==> src/rtl/cursor_addr_ctr.sv <==
module cursor_addr_ctr #(
  parameter int ADDR_W = 10,
  parameter int DATA_W = 8
) (
  input  logic              clk,
  input  logic              rst_n,
  input  logic [1:0]        bus_sel,
  input  logic              bus_wr,
  input  logic              bus_rd,
  input  logic [DATA_W-1:0] bus_wdata,
  output logic [DATA_W-1:0] bus_rdata,
  output logic [ADDR_W-1:0] ram_addr,
  output logic              ram_we,
  output logic [DATA_W-1:0] ram_wdata,
  input  logic [DATA_W-1:0] ram_rdata
);
  localparam int HI_W = ADDR_W - DATA_W;
  localparam logic [1:0] SEL_LO  = 2'd0;
  localparam logic [1:0] SEL_CFG = 2'd1;
  localparam logic [1:0] SEL_DAT = 2'd2;
  localparam logic [ADDR_W-1:0] STEP = ADDR_W'(1);

  logic [ADDR_W-1:0]      ctr;
  logic [DATA_W-1:HI_W]   cfg_keep;
  logic [DATA_W-1:0]      rd_q;
  logic [DATA_W-1:0]      cfg_view;

  wire wr_lo   = bus_wr && (bus_sel == SEL_LO);
  wire wr_cfg  = bus_wr && (bus_sel == SEL_CFG);
  wire rd_go   = bus_rd && !bus_wr;
  wire dat_acc = (bus_wr || bus_rd) && (bus_sel == SEL_DAT);

  assign cfg_view  = {cfg_keep, ctr[ADDR_W-1:DATA_W]};
  assign ram_addr  = ctr;
  assign ram_we    = bus_wr && (bus_sel == SEL_DAT);
  assign ram_wdata = bus_wdata;
  assign bus_rdata = rd_q;

  always_ff @(posedge clk) begin
    if (!rst_n) begin
      ctr      <= '0;
      cfg_keep <= '0;
      rd_q     <= '0;
    end else begin
      if (wr_cfg) begin
        cfg_keep              <= bus_wdata[DATA_W-1:HI_W];
        ctr[ADDR_W-1:DATA_W]  <= bus_wdata[HI_W-1:0];
      end
      if (wr_lo)
        ctr[DATA_W-1:0] <= bus_wdata;
      if (dat_acc)
        ctr <= ctr + STEP;
      if (rd_go) begin
        case (bus_sel)
          SEL_LO:  rd_q <= ctr[DATA_W-1:0];
          SEL_CFG: rd_q <= cfg_view;
          SEL_DAT: rd_q <= ram_rdata;
          default: rd_q <= '0;
        endcase
      end
    end
  end
endmodule

==> config.mk <==
export PLATFORM = sky130hd
export DESIGN_NAME = cursor_addr_ctr
export DESIGN_NICKNAME = d
export VERILOG_FILES = /design/src/rtl/cursor_addr_ctr.sv
export SDC_FILE = /design/constraint.sdc
export NUM_CORES = 1
export LEC_CHECK = 0
export ABC_AREA = 1
export BUFFER_PORTS_ARGS = -buffer_cell sky130_fd_sc_hd__clkbuf_2
export CELL_PAD_IN_SITES_DETAIL_PLACEMENT = 2
export CELL_PAD_IN_SITES_GLOBAL_PLACEMENT = 2
export CORE_UTILIZATION = 25
export CTS_CLUSTER_DIAMETER = 120
export DETAILED_ROUTE_END_ITERATION = 8
export HOLD_SLACK_MARGIN = 0.02
export PLACE_DENSITY_LB_ADDON = 0.1
export SLEW_MARGIN = 20
export SYNTH_ARGS = -nofsm -noshare
export SYNTH_HDL_FRONTEND = slang
export SYNTH_SLANG_ARGS = --single-unit
==> constraint.sdc <==
create_clock -name clk -period 1.6 [get_ports clk]
set_input_delay 0.08 -clock clk [delete_from_list [all_inputs] [get_ports clk]]
set_output_delay 0.08 -clock clk [all_outputs]
set_load 0.1 [all_outputs]
==> impl_metrics.py <==
metrics = {
    "global_route": {
        "grt_pass1_wl_um": 8400,
        "grt_start_max_net_pins": 15,
        "antenna_found_initial": 0,
        "grt_pass1_vias": 1706,
        "gr-usage-all-layers": 0.178,
        "grt_overflow_total": 0,
    },
    "power_and_ir_drop": {
        "ir_worst_vdd_mv": 0.298,
        "p_total_mw": 1.66,
        "power.density_nw_per_um2": 929,
        "total_leakage_power_nw": 0.829,
    },
    "placed_design": {
        "gp_congestion": 0.752,
        "placed_area_um2": 1720,
        "dp_hpwl_um": 4020,
        "io_buffers": 48,
    },
    "routing": {
        "ant_nets": 0,
        "routed_wl_um": 5000,
        "dr.pass1.iters": 4,
        "vias": 1637,
        "drc": 0,
        "wire_per_inst_um": 14.5,
        "drtIter0Drc": 44,
        "via_per_inst": 4.76,
    },
    "synthesis": {
        "synth_cell_types": 26,
        "syn-instance-count": 226,
        "async_flop_share": 0,
        "ys_ff_latch": 24,
        "synth_largest_area_cell": "dfxtp_1",
        "synth.top_cell.area_share": 0.337,
        "synth_warnings": 0,
        "synth_ff_type": "dfxtp_1",
        "yosys.cell_count.top_type": "nand2_1",
        "synth_edf_count": 0,
        "synth_seq_area_share": 0.337,
        "synth_nets": 249,
        "synthTopCellsByCount": "nand2_1, dfxtp_1, a21oi_1",
        "syn_area_um2": 1430,
        "syn_avg_cell_area_um2": 6.31,
        "yosys-top-cells-area": "dfxtp_1, nand2_1, a21oi_1",
    },
    "sta": {
        "fin_tns_setup_ns": 0,
        "skew_ns": 0.00270,
        "period_needed_ns": 1.35,
        "worstMarginPinSlew_ns": 0.556,
        "fmax_mhz": 741,
        "hold_viol": 0,
        "slew_headroom": 0.631,
        "rsz0062_at_grt": "false",
        "min_period_over_period": 0.844,
        "slew_viol_final": 0,
        "setup_violations": 0,
        "holdWs_ns": 0.0628,
    },
    "clock_tree": {
        "root_buffer": "clkbuf_8",
        "clk_latency_ns": 0.27,
        "cts_resized": 0,
        "h-tree-depth": 1,
        "clock-sinks": 24,
        "cts_max_path_buffers": 2,
        "cts_buffers": 3,
        "cts_hold_buf": 0,
        "postCtsSetupRepairBufs": 0,
        "tritoncts": "built",
        "path_clk_slew_ns": 0.10,
    },
    "floorplanning": {
        "rows": 27,
        "die_w_um": 77.5,
        "start_util": 0.259,
        "fp.dieH_um": 77.5,
        "core_um2": 5510,
        "ios": 49,
        "die_area_um2": 6010,
    },
    "critical_path": {
        "cp.arrival_ns": 1.56,
        "critical_path.max_fanout": 7,
        "start_kind": "flop",
        "end_kind": "flop",
        "r2r_cells": 7,
        "critical_path_required_ns": 1.81,
        "critPathKind": "flop to flop",
    },
    "finish": {
        "layout-drive-gt1-share": 0.294,
        "synthToLayoutAreaGrowth_pct": 25.5,
        "final_area_um2": 1790,
        "antenna_cells": 0,
        "finalNetCount": 296,
        "fillers": 722,
        "fin_util": 0.325,
    },
    "min_path": {
        "hold_depth": 3,
        "worst_hold_path_type": "input pin to flop",
    },
    "status": {
        "status": "completed",
    },
    "job": {
        "cap_violations": 0,
    },
}
==> area by class of cell <==
cell class                      instances  area (µm²)  area share
Clock buffer                            4        66.3      0.0371
Inverter                               22        87.6      0.0490
Multi-Input combinational cell        167         754       0.422
Sequential cell                        24         497       0.278
Tap cell                               72        90.1      0.0504
Timing Repair Buffer                   55         293       0.164
==> stage by stage <==
step,cells,setup WS (ns)
2_1_floorplan,226,0.0177
3_3_place_gp,340,0.307
3_5_place_dp,340,0.261
4_1_cts,344,0.251
5_1_grt,344,0.0771
6_report,344,0.250
==> final timing paths <==
| kind | from | to | slack (ns) |
|---|---|---|---|
| setup reg to reg | ram_addr[0] | ram_addr[8] | 0.25 |
| hold / removal | bus_wdata[3] | cfg_keep[3] | 0.06 |
| setup / recovery | ram_addr[0] | ram_addr[8] | 0.25 |
| hold reg to reg | bus_rdata[2] | bus_rdata[2] | 0.47 |
==> cell usage in the layout (no fill, tap or decap), types with 2 or more instances in the layout <==
cell type / count
nand2_1: 86
clkbuf_2: 48
a21oi_1: 22
nand3_1: 20
inv_1: 18
dfxtp_1: 15
nor2_1: 12
o21ai_0: 8
buf_4: 7
dfxtp_2: 7
nor2_2: 3
nand4_1: 3
clkbuf_8: 3
inv_2: 2
nand2_2: 2
o21ai_1: 2
or2_2: 2
dfxtp_4: 2
==> routing by layer <==
layer / routed length [µm] / global-route usage
met1: 2500 / 0.241
met2: 2360 / 0.303
met3: 119 / 0.0176
met4: 25 / 0.0396
met5: 0 / 0
==> state kept, by name, indices dropped and copies added (netlist names) <==
signal / flops
ram_addr: 10
bus_rdata: 8
cfg_keep: 6
==> report_power, final <==
part	internal, mW	switching [mW]	total [mW]
combinational	0.102	0.394	0.497
sequential	0.628	0.0382	0.666
clock	0.272	0.226	0.499
==> kinds of logic after synthesis <==
| logic type | synth area share |
|---|---|
| and+or+nand+nor | 0.397 |
| buffers and inverters | 0.133 |
| AOI/OAI and AO/OA | 0.118 |
| DFF | 0.337 |
| xor gates and xnor gates | 0.00615 |
| adders and majority gates | 0.00878 |
==> worst max-delay path, stage by stage (launching register included) <==
cell and delay [ns]:
dfxtp_4 0.39, ha_1 0.22, nand3_1 0.14, nor2_1 0.19
nand2_1 0.09, nand2_1 0.07, nand3_1 0.06, a21oi_1 0.11
Note: power is estimated with default switching activity, not from simulation.
